## src/rtl/mru_pkg.sv

```systemverilog
package mru_pkg;
  typedef enum logic [1:0] {
    CMD_LDS  = 2'b00,
    CMD_LDU  = 2'b01,
    CMD_MUL  = 2'b10,
    CMD_MULR = 2'b11
  } mru_cmd_e;

  function automatic logic is_load(mru_cmd_e c);
    return (c == CMD_LDS) || (c == CMD_LDU);
  endfunction

  function automatic logic is_mult(mru_cmd_e c);
    return (c == CMD_MUL) || (c == CMD_MULR);
  endfunction
endpackage

```

## src/rtl/mru_mult.sv

```systemverilog
module mru_mult #(
  parameter int W = 16
) (
  input  logic [W-1:0] mr_i,
  input  logic [W-1:0] opnd_i,
  input  logic         unsigned_i,
  input  logic         round_i,
  output logic [W-1:0] hi_o
);
  localparam int EW = W + 1;
  localparam int PW = 2 * W;
  localparam logic [PW-1:0] HALF_LSB = PW'(1) << (W - 1);

  logic signed [EW-1:0]   a_ext, b_ext;
  logic signed [2*EW-1:0] full;
  logic [PW-1:0]          prod, sum;

  // one extra bit carries sign or zero, so a single signed multiplier serves both modes
  always_comb begin
    a_ext = {(~unsigned_i) & mr_i[W-1], mr_i};
    b_ext = {(~unsigned_i) & opnd_i[W-1], opnd_i};
    full  = a_ext * b_ext;
    prod  = full[PW-1:0];
    sum   = prod + (round_i ? HALF_LSB : '0);
    hi_o  = sum[PW-1:W];
  end
endmodule

```

## src/rtl/mru_regs.sv

```systemverilog
module mru_regs #(
  parameter int W = 16
) (
  input  logic         clk_i,
  input  logic         rst_ni,
  input  logic         mr_we_i,
  input  logic         ph_we_i,
  input  logic [W-1:0] opnd_i,
  input  logic [W-1:0] ph_d_i,
  output logic [W-1:0] mr_o,
  output logic [W-1:0] ph_o
);
  always_ff @(posedge clk_i or negedge rst_ni) begin
    if (!rst_ni) begin
      mr_o <= '0;
      ph_o <= '0;
    end else begin
      if (mr_we_i) mr_o <= opnd_i;
      if (ph_we_i) ph_o <= ph_d_i;
    end
  end
endmodule

```

## src/rtl/mru_status.sv

```systemverilog
module mru_status #(
  parameter int W = 16
) (
  input  logic         clk_i,
  input  logic         rst_ni,
  input  logic         valid_i,
  input  logic         load_i,
  input  logic         load_u_i,
  input  logic [W-1:0] opnd_i,
  output logic         unsigned_o,
  output logic         zero_o,
  output logic         neg_o,
  output logic         done_o
);
  always_ff @(posedge clk_i or negedge rst_ni) begin
    if (!rst_ni) begin
      unsigned_o <= 1'b0;
      zero_o     <= 1'b0;
      neg_o      <= 1'b0;
      done_o     <= 1'b0;
    end else begin
      done_o <= valid_i;
      if (load_i) begin
        unsigned_o <= load_u_i;
        zero_o     <= (opnd_i == '0);
        neg_o      <= opnd_i[W-1];
      end
    end
  end
endmodule

```

## src/rtl/mul_round_unit.sv

```systemverilog
module mul_round_unit #(
  parameter int DATA_W = 16
) (
  input  logic              clk_i,
  input  logic              rst_ni,
  input  logic              valid_i,
  input  logic [1:0]        cmd_i,
  input  logic [DATA_W-1:0] opnd_i,
  output logic              done_o,
  output logic [DATA_W-1:0] ph_o,
  output logic              unsigned_o,
  output logic              xfer_zero_o,
  output logic              xfer_neg_o
);
  import mru_pkg::*;

  mru_cmd_e          cmd;
  logic              do_load, do_mult;
  logic [DATA_W-1:0] mr_q, hi_d;

  assign cmd     = mru_cmd_e'(cmd_i);
  assign do_load = valid_i && is_load(cmd);
  assign do_mult = valid_i && is_mult(cmd);

  mru_mult #(.W(DATA_W)) u_mult (
    .mr_i      (mr_q),
    .opnd_i    (opnd_i),
    .unsigned_i(unsigned_o),
    .round_i   (cmd == CMD_MULR),
    .hi_o      (hi_d)
  );

  mru_regs #(.W(DATA_W)) u_regs (
    .clk_i  (clk_i),
    .rst_ni (rst_ni),
    .mr_we_i(do_load),
    .ph_we_i(do_mult),
    .opnd_i (opnd_i),
    .ph_d_i (hi_d),
    .mr_o   (mr_q),
    .ph_o   (ph_o)
  );

  mru_status #(.W(DATA_W)) u_status (
    .clk_i     (clk_i),
    .rst_ni    (rst_ni),
    .valid_i   (valid_i),
    .load_i    (do_load),
    .load_u_i  (cmd == CMD_LDU),
    .opnd_i    (opnd_i),
    .unsigned_o(unsigned_o),
    .zero_o    (xfer_zero_o),
    .neg_o     (xfer_neg_o),
    .done_o    (done_o)
  );
endmodule

```

## config.mk

```make
export PLATFORM = sky130hd
export DESIGN_NAME = mul_round_unit
export DESIGN_NICKNAME = d
export VERILOG_FILES = /design/src/rtl/mru_pkg.sv /design/src/rtl/mru_mult.sv /design/src/rtl/mru_regs.sv /design/src/rtl/mru_status.sv /design/src/rtl/mul_round_unit.sv
export SDC_FILE = /design/constraint.sdc
export NUM_CORES = 1
export LEC_CHECK = 0
export ABC_CLOCK_PERIOD_IN_PS = 6100
export BUFFER_PORTS_ARGS = -buffer_cell sky130_fd_sc_hd__clkbuf_2
export CAP_MARGIN = 20
export CORE_UTILIZATION = 50
export CTS_BUF_LIST = sky130_fd_sc_hd__clkbuf_4 sky130_fd_sc_hd__clkbuf_8
export CTS_CLUSTER_DIAMETER = 40
export CTS_CLUSTER_SIZE = 24
export DETAILED_ROUTE_END_ITERATION = 7
export HOLD_SLACK_MARGIN = 0.15
export PLACE_DENSITY = 0.7
export RECOVER_POWER = 100
export SKIP_CTS_REPAIR_TIMING = 1
export SYNTH_ARGS = -nofsm -noshare
export SYNTH_HDL_FRONTEND = slang
export SYNTH_HIERARCHICAL = 1
export SYNTH_SLANG_ARGS = --single-unit
```

## constraint.sdc

```tcl
create_clock -name clk_i -period 6.1 [get_ports clk_i]
set_clock_uncertainty 0.15 [all_clocks]
set_input_delay 1.83 -clock clk_i [delete_from_list [all_inputs] [get_ports clk_i]]
set_output_delay 1.83 -clock clk_i [all_outputs]
set_load 0.005 [all_outputs]
```

==> results.txt, run 1 <==
Outcome = finished, violations left
Failing checks = capacitance limit, slew limit, setup timing
Via count = 8367
Non-Filler Instances = 1664
Slowest CP cell = fa_1
Area leader, netlist = fa_1
Num rows = 55
Worst reg2reg startpoint = u_regs/mr_o[12]$_DFFE_PN0P_
Library cells used by synthesis = 49
Post-synth top area share = 0.483
Cell count after synthesis = 1209
DRC viols = 0
CP required = 6.16 ns
Starting density of the core = 0.513
Share of cells above drive strength 1 = 0.193
Ys async rst share = 1.00
Period minus WS final = 7.22 ns
Crit Path Max Fanout = 7
Max-slew violation count = 25
Number of antenna violations at the first check in global routing = 0
Setup violators final = 16
Hold WC Path Type = flip-flop to flip-flop
Diode count = 0
Root Driver = clkbuf_8
Design area = 13600 um^2
Nets@finish = 1730
Worst setup margin = -1.12 ns
TritonCTS Buffers = 5
Final period util = 1.18
Port Buffer Count = 40
Hold path start = u_regs/ph_o[1]$_DFFE_PN0P_
Worst slew pin tran = 1.60 ns
DP HPWL = 23.3 mm
Worst path most repeated cell = fa_1
Worst setup SP type = primary input
CTS Buffer Depth = 2
Die width = 155 um
Critical-path cell list = buf_12 -> buf_6 -> nand2_4 -> fa_1 -> inv_2 -> fa_1 -> inv_2 -> fa_1 -> inv_2 -> fa_1 -> fa_1 -> inv_1 -> fa_1 -> inv_2 -> ha_4 -> nand4_1 -> a211oi_2 -> o21ai_2 -> a311oi_2 -> buf_4 -> o21ai_4 -> o21bai_1 -> xor2_1 -> mux2_4
Avg Cell Area, Syn = 9.66 um^2
Placer Congestion = 0.862
GRT overflow = 0
Critical path origin = opnd_i[2]
Cell with the most instances after synthesis = inv_1
WL per Instance = 16.4 um
Placed Area = 13300 um^2
Worst path max stage delay = 0.55 ns
CTS tree = done
Most frequent cells after synthesis = inv_1, fa_1, nand2_1, and2_1, ha_1
Clk sink count = 36
Final Hold Vio Count = 0
Arrival @ worst endpoint = 7.28 ns
Filler cells = 1959
Main synth FF type = dfrtp_1
RSZ-0062 raised after global routing = yes
#FFs+latches synth = 36
Yosys warning count = 6
Worst setup EP type = flip-flop
Global Route Usage Sum = 0.249
Reg clk slew, reported paths = 0.08 ns
DP Cell Count = 1652
Worst rel slew slack = -0.0648
Sequential area share after synthesis = 0.0771
Core area = 22800 um^2
Global-route wire length before repair = 45.5 mm
Detailed Route WL = 27.2 mm
Mapped cell area = 11700 um^2
Synth-to-layout area growth = 16.1%
Synth area leaders = fa_1, inv_1, ha_1, dfrtp_1, and2_1
Largest net degree at the start of global routing = 37
Initial DRC count = 345
H-tree levels = 2
Die height = 155 um
Via density = 5.03
Routed Antenna Nets = 0
Max-Cap Viols = 1
Worst skew pair latency = 0.35 ns
Vias in the first global route = 9546
Post-synth EDFFs = 0
CP Class = primary input to flip-flop
Number of I/O pins = 41
Die area = 24000 um^2
Final core occ = 0.596
Initial DRT Pass Iterations = 5
Mapped Nets = 1589
Dpl ws = -1.68 ns
Max Freq = 138 MHz
-- final timing paths --
check                                               to  slack [ns]  depth (start not counted)
max                        u_regs/ph_o[11]$_DFFE_PN0P_       -1.12                         24
min                         u_regs/ph_o[1]$_DFFE_PN0P_        0.36                          1
max reg2reg                u_regs/ph_o[11]$_DFFE_PN0P_       -0.11                         20
min reg2reg                 u_regs/ph_o[1]$_DFFE_PN0P_        0.36                          1
max in group asynchronous   u_regs/ph_o[0]$_DFFE_PN0P_        2.47                          2
min in group asynchronous   u_regs/ph_o[6]$_DFFE_PN0P_        1.41                          1
-- registers in the layout, indices dropped and copies added (netlist names) --
register and count:
u_regs/ph_o 16, u_regs/mr_o 16, u_status/zero_o 1, u_status/unsigned_o 1, u_status/done_o 1, u_status/neg_o 1
-- layout by cell type, fill, tap and decap left out, types with 8 or more instances in the layout --
cell,synthesis,layout
fa_1,282,276
nand2_1,153,141
nor2_1,21,20
clkbuf_1,37,19
ha_4,0,10
dfrtp_1,36,36
and2_1,128,126
inv_2,0,8
inv_1,325,317
xnor2_1,24,24
buf_4,0,129
mux2_4,20,12
mux2_2,14,13
ha_1,77,67
clkbuf_2,0,15
mux2_1,0,9
-- layout make-up --
| cell class | count | area (um^2) | area share |
|---|---|---|---|
| multi-input cells | 806 | 9650 | 0.712 |
| repair buffers | 176 | 1290 | 0.0950 |
| inverters | 325 | 1220 | 0.0899 |
| flip-flops and latches | 36 | 901 | 0.0664 |
| well taps | 313 | 392 | 0.0289 |
| clock buffers | 5 | 68.8 | 0.00507 |
| clock inverters | 3 | 42.5 | 0.00314 |
-- critical path: cells and delay by family --
family	cells	cell delay [ns]
muxes	1	0.26
adders and majority gates	7	3.40
AOI/OAI and AO/OA	5	0.88
xor gates and xnor gates	1	0.09
buffers and inverters	8	0.62
and+or+nand+nor	2	0.17
-- stage by stage --
step / hold slack, ns / setup TNS [ns]
after floorplan: 0.355 / -13.83
after global placement: 0.345 / -20.97
after detailed placement: 0.347 / -22.67
after CTS: 0.366 / -17.46
after global routing: 0.381 / -17.80
final: 0.363 / -14.61
-- cell families (layout without fill, tap and decap cells) --
logic type               after synthesis  in the layout  share of synthesized area
buffers and inverters                367            509                      0.122
adder cells (fa/ha/maj)              359            359                      0.566
AND/OR/NAND/NOR                      333            333                      0.141
AO/OA/AOI/OAI                         49             49                     0.0316
flip-flops                            36             36                     0.0771
multiplexers                          34             34                     0.0392
XOR/XNOR                              31             31                     0.0232
-- routing by layer --
layer  wire [um]  vias to the layer above  track usage  part of all wire
li1            -                     3777            -                 -
met3         821                       78       0.0255             0.030
met5           0                        -            0                 0
met4        1540                        0        0.137             0.057
met1        9970                     4317        0.267              0.37
met2       14900                      195        0.479              0.55
Power of run 1 is left out: the tool's default activity adds up to more than one toggle a clock period on the data nets, which glitch-free logic cannot reach.
==> run 2: changes to the inputs <==
--- a/config.mk
+++ b/config.mk
@@ -5,6 +5,7 @@
 export SDC_FILE = /design/constraint.sdc
 export NUM_CORES = 1
 export LEC_CHECK = 0
+export ABC_AREA = 1
 export ABC_CLOCK_PERIOD_IN_PS = 6100
 export BUFFER_PORTS_ARGS = -buffer_cell sky130_fd_sc_hd__clkbuf_2
 export CAP_MARGIN = 20
==> results.txt, run 2 <==
Crit Path Max Fanout = 4 (-3)
CP Class = primary input to flip-flop
CTS tree = done
RSZ-0062 raised after global routing = yes
Sequential area share after synthesis = 0.0703 (-0.00682)
DRC viols = 0 (unchanged)
Starting density of the core = 0.509 (-0.00393)
Die width = 162 um (+4.7%)
Most frequent cells after synthesis = nand2_1, inv_1, fa_1, nor2_1, ha_1
Global-route wire length before repair = 55.9 mm (+23%)
Cell count after synthesis = 1701 (+41%)
Cell with the most instances after synthesis = nand2_1
H-tree levels = 2 (unchanged)
GRT overflow = 0 (unchanged)
Number of I/O pins = 41 (unchanged)
TritonCTS Buffers = 5 (unchanged)
Detailed Route WL = 35.2 mm (+29%)
Worst setup margin = -0.714 ns (+0.408 ns)
Mapped Nets = 2081 (+31%)
Main synth FF type = dfrtp_1
Synth area leaders = fa_1, nand2_1, inv_1, ha_1, dfrtp_1
Core area = 25200 um^2 (+11%)
Reg clk slew, reported paths = 0.09 ns (about the same)
Global Route Usage Sum = 0.275 (+0.0255)
Number of antenna violations at the first check in global routing = 0 (unchanged)
Failing checks = capacitance limit, slew limit, setup timing
Mapped cell area = 12800 um^2 (+9.7%)
Port Buffer Count = 40 (unchanged)
Final period util = 1.12 (-0.0669)
Largest registers = u_regs/mr_o x16, u_regs/ph_o x16
Worst rel slew slack = -0.449 (-0.385)
Post-synth top area share = 0.441 (-0.0428)
Max-Cap Viols = 1 (unchanged)
Largest net degree at the start of global routing = 37 (unchanged)
Area leader, netlist = fa_1
#FFs+latches synth = 36 (unchanged)
Synth-to-layout area growth = 22.8%
WL per Instance = 16.1 um (-1.8%)
Worst skew pair latency = 0.31 ns (-0.04 ns)
Root Driver = clkbuf_8
Placed Area = 14600 um^2 (+10%)
Vias in the first global route = 11182 (+17%)
Final core occ = 0.625 (+0.0294)
Max-slew violation count = 37 (+48%)
Fin Setup TNS = -9.86 ns (+4.75 ns)
Outcome = finished, violations left
Arrival @ worst endpoint = 6.92 ns (-0.36 ns)
Initial DRC count = 668 (+94%)
Clk sink count = 36 (unchanged)
Top Metal Used = met4
Num rows = 58 (+5.5%)
Yosys warning count = 6 (unchanged)
Post-synth EDFFs = 0 (unchanged)
Setup violators final = 16 (unchanged)
Library cells used by synthesis = 40 (-18%)
Die area = 26300 um^2 (+9.6%)
Hold WC Path Type = flip-flop to flip-flop
Ys async rst share = 1.00 (unchanged)
Nets@finish = 2238 (+29%)
Final Hold Vio Count = 0 (unchanged)
Share of cells above drive strength 1 = 0.235 (+0.0413)
Design area = 15700 um^2 (+16%)
Worst hold slack = 0.330 ns (-0.0327 ns)
Via count = 10771 (+29%)
DP HPWL = 28.9 mm (+24%)
Initial DRT Pass Iterations = 8 (+3)
Worst setup SP type = primary input
Placer Congestion = 0.949 (+10%)
Period minus WS final = 6.81 ns (-0.408 ns)
Avg Cell Area, Syn = 7.53 um^2 (-22%)
Via density = 4.92 (-2.1%)
Max Freq = 147 MHz (+6.0%)
Met2 wire length = 18.1 mm (+21%)
Worst slew pin tran = 2.17 ns (+0.577 ns)
CP required = 6.20 ns (+0.04 ns)
Routed wl met3 = 1.87 mm (+130%)
Met1 WL = 14.0 mm (+41%)
Diode count = 0 (unchanged)
Routed Antenna Nets = 0 (unchanged)
Most frequent cells in the layout = nand2_1, inv_1, fa_1
Die height = 162 um (+4.7%)
CTS Buffer Depth = 2 (unchanged)
Worst setup EP type = flip-flop
[run 2: path summary, 6_finish.rpt]
kind / from / endpoint / slack [ns] / cells after the start
max: opnd_i[2] / u_regs/ph_o[11]$_DFFE_PN0P_ / -0.71 / 24
min: u_regs/mr_o[8]$_DFFE_PN0P_ / u_regs/mr_o[8]$_DFFE_PN0P_ / 0.33 / 2
max reg2reg: u_status/unsigned_o$_DFFE_PN0P_ / u_regs/ph_o[7]$_DFFE_PN0P_ / 0.12 / 27
min reg2reg: u_regs/mr_o[8]$_DFFE_PN0P_ / u_regs/mr_o[8]$_DFFE_PN0P_ / 0.33 / 2
max in group asynchronous: rst_ni / u_regs/mr_o[12]$_DFFE_PN0P_ / 2.57 / 1
min in group asynchronous: rst_ni / u_regs/ph_o[8]$_DFFE_PN0P_ / 1.99 / 1
[run 2: area by class of cell]
class	instances	area (um^2)
fill	2128	9450
clock buffer	5	68.8
multi-input combinational	1086	10600
sequential	36	901
timing repair buffer	220	1820
clock inverter	3	42.5
tap	330	413
inverter	509	1920
[run 2: stage by stage]
stage / setup WS [ns] / cells
finish: -0.714 / 2189
global route: -0.872 / 2189
CTS: -1.08 / 2158
detailed placement: -1.40 / 2150
global placement: -1.40 / 2150
floorplan: -0.722 / 1701
[run 2: cells by family (layout without fill, tap and decap cells)]
family	Yosys count	in the layout	synth area share
AND/OR/NAND/NOR	674	674	0.214
buffers and inverters	579	737	0.175
adder cells (fa/ha/maj)	359	359	0.516
AO/OA/AOI/OAI	46	46	0.0201
flip-flops	36	36	0.0703
XOR/XNOR	7	7	0.00478
[run 2: routing by layer]
layer,up-vias,GRT usage
met4,0,0.0892
li1,5058,-
met2,323,0.487
met5,-,0
met1,5310,0.353
met3,80,0.0271
[run 2: critical path, stage by stage]
cell      delay, ns
buf_8          0.11
nand2_4        0.08
nor2_4         0.04
fa_1           0.59
inv_2          0.10
fa_2           0.66
buf_4          0.14
inv_2          0.03
fa_1           0.47
fa_1           0.57
fa_1           0.43
fa_1           0.49
ha_4           0.32
nand2_2        0.07
inv_2          0.08
nand2_4        0.09
nor3_4         0.17
nand3_1        0.10
o21bai_4       0.20
nand2_1        0.07
nand2_1        0.04
nand2_1        0.08
nand2_1        0.05
nand2_1        0.07
Power of run 2 is left out for the same reason.
==> run 3: changes to the inputs <==
--- a/config.mk
+++ b/config.mk
@@ -7,8 +7,8 @@
 export LEC_CHECK = 0
 export ABC_AREA = 1
 export ABC_CLOCK_PERIOD_IN_PS = 6100
-export BUFFER_PORTS_ARGS = -buffer_cell sky130_fd_sc_hd__clkbuf_2
-export CAP_MARGIN = 20
+export BUFFER_PORTS_ARGS = -buffer_cell sky130_fd_sc_hd__buf_2
+export CAP_MARGIN = 40
 export CORE_UTILIZATION = 50
 export CTS_BUF_LIST = sky130_fd_sc_hd__clkbuf_4 sky130_fd_sc_hd__clkbuf_8
 export CTS_CLUSTER_DIAMETER = 40
==> results.txt, run 3 (synthesis results as in run 2) <==
H-tree levels = 2 (unchanged)
Core area = 25200 um^2 (unchanged)
Crit Path Max Fanout = 7 (+3)
R2R Path End = u_regs/ph_o[13]$_DFFE_PN0P_
Routed Antenna Nets = 0 (unchanged)
Crit path to = u_regs/ph_o[8]$_DFFE_PN0P_
Die width = 162 um (unchanged)
Die area = 26300 um^2 (unchanged)
Via count = 10798 (+0.25%)
Final period util = 1.11 (-0.0112)
Final Hold Vio Count = 0 (unchanged)
Number of antenna violations at the first check in global routing = 0 (unchanged)
Setup violators final = 16 (unchanged)
Initial DRT Pass Iterations = 8 (unchanged)
R2R setup slack = 0.05 ns (-0.07 ns)
Max-Cap Viols = 0 (-1)
Num rows = 58 (unchanged)
Diode count = 0 (unchanged)
Number of I/O pins = 41 (unchanged)
Grt peak-use layer = met2
CTS tree = done
Fin Setup TNS = -9.14 ns (+0.720 ns)
Area of the multi-input gates = 10600 um^2 (+0.11%)
Worst skew pair latency = 0.31 ns (about the same)
WL per Instance = 16.3 um (+1.5%)
Via density = 4.97 (+0.94%)
Root Driver = clkbuf_8
Port Buffer Count = 40 (unchanged)
Synth-to-layout area growth = 22.4%
Initial DRC count = 678 (+1.5%)
Worst setup EP type = flip-flop
CP Class = primary input to flip-flop
Filler cells = 2148 (+0.94%)
GRT overflow = 0 (unchanged)
Worst reg2reg path depth = 24 (-11%)
Critical path origin = opnd_i[11]
Clk sink count = 36 (unchanged)
CTS Buffer Depth = 2 (unchanged)
Detailed Route WL = 35.5 mm (+0.84%)
Worst setup margin = -0.646 ns (+0.0682 ns)
Die height = 162 um (unchanged)
Period minus WS final = 6.75 ns (-0.0682 ns)
Hold WC Path Type = flip-flop to flip-flop
Vias in the first global route = 11136 (-0.41%)
Most common cell after layout, fill and taps aside = nand2_1
Grt met3 use = 0.0260 (-0.00102)
Placer Congestion = 0.902 (-5.0%)
Met1 Use GR = 0.358 (+0.00488)
TritonCTS Buffers = 5 (unchanged)
Worst slew pin tran = 1.13 ns (-1.04 ns)
Global-route wire length before repair = 56.0 mm (+0.21%)
Arrival @ worst endpoint = 6.84 ns (-0.08 ns)
M2 GR Usage = 0.480 (-0.00605)
Largest registers = u_regs/mr_o x16, u_regs/ph_o x16
Worst rel slew slack = 0.246 (+0.696)
Starting density of the core = 0.509 (unchanged)
Outcome = finished, violations left
Largest net degree at the start of global routing = 21 (-43%)
Most frequent cells in the layout = nand2_1, inv_1, fa_1
Worst reg2reg startpoint = u_regs/mr_o[15]$_DFFE_PN0P_
Register area = 901 um^2 (unchanged)
DP HPWL = 28.9 mm (-0.15%)
DRC viols = 0 (unchanged)
Reg clk slew, reported paths = 0.08 ns (about the same)
Max-slew violation count = 0 (-100%)
Nets@finish = 2223 (-0.67%)
Share of cells above drive strength 1 = 0.228 (-0.00677)
Failing checks = setup timing
Max Freq = 148 MHz (+1.0%)
RSZ-0062 raised after global routing = yes
Global Route Usage Sum = 0.275 (+0.000328)
CP required = 6.19 ns (about the same)
Worst setup SP type = primary input
==> run 3: worst min path at each step <==
stage                                 from                          end  slack, ns  cells past startpoint
2_1_floorplan  u_regs/mr_o[15]$_DFFE_PN0P_  u_regs/mr_o[15]$_DFFE_PN0P_       0.29                      2
3_3_place_gp    u_regs/ph_o[9]$_DFFE_PN0P_   u_regs/ph_o[9]$_DFFE_PN0P_       0.30                      2
3_5_place_dp    u_regs/ph_o[9]$_DFFE_PN0P_   u_regs/ph_o[9]$_DFFE_PN0P_       0.31                      2
4_1_cts         u_regs/ph_o[9]$_DFFE_PN0P_   u_regs/ph_o[9]$_DFFE_PN0P_       0.33                      2
5_1_grt         u_regs/ph_o[3]$_DFFE_PN0P_   u_regs/ph_o[3]$_DFFE_PN0P_       0.36                      2
6_report        u_regs/ph_o[3]$_DFFE_PN0P_   u_regs/ph_o[3]$_DFFE_PN0P_       0.33                      2
==> run 3: worst max-delay path, cell delays in order <==
cell and delay [ns]:
buf_6 0.12, buf_12 0.14, buf_4 0.15, nand2_1 0.07, inv_2 0.05, fa_2 0.39
fa_1 0.51, inv_2 0.05, fa_1 0.52, inv_1 0.05, fa_1 0.47, fa_1 0.56
fa_1 0.48, ha_4 0.33, buf_6 0.12, nand2_8 0.07, nor2_4 0.14, nand3_2 0.11
nor4_2 0.22, nand2_1 0.11, nand3_1 0.08, nand2_1 0.05, nand2_1 0.06, nand2_1 0.06
nand2_1 0.09
==> run 3: through the flow <==
step,instances,utilization,hold WS [ns],instance area (um^2),setup WS [ns]
floorplan,1701,-,0.287,13300,-0.722
global placement,2140,0.578,0.301,14600,-1.26
detailed placement,2141,0.579,0.311,14600,-1.28
CTS,2149,0.583,0.332,14700,-0.966
global route,2174,0.623,0.358,15700,-0.832
finish,2174,0.623,0.331,15700,-0.646
==> run 3: cell type report <==
type | count | area share
clock buffers | 5 | 0.00439
inverters | 509 | 0.123
multi-input cells | 1086 | 0.675
clock inverters | 3 | 0.00271
well taps | 330 | 0.0263
flip-flops and latches | 36 | 0.0574
repair buffers | 205 | 0.111
==> run 3: per-layer routing <==
| layer | share of wire | up-vias |
|---|---|---|
| met1 | 0.41 | 5371 |
| met5 | 0 | - |
| met4 | 0.036 | 0 |
| met3 | 0.050 | 72 |
| li1 | - | 5031 |
| met2 | 0.51 | 324 |
Power of run 3 is left out for the same reason.
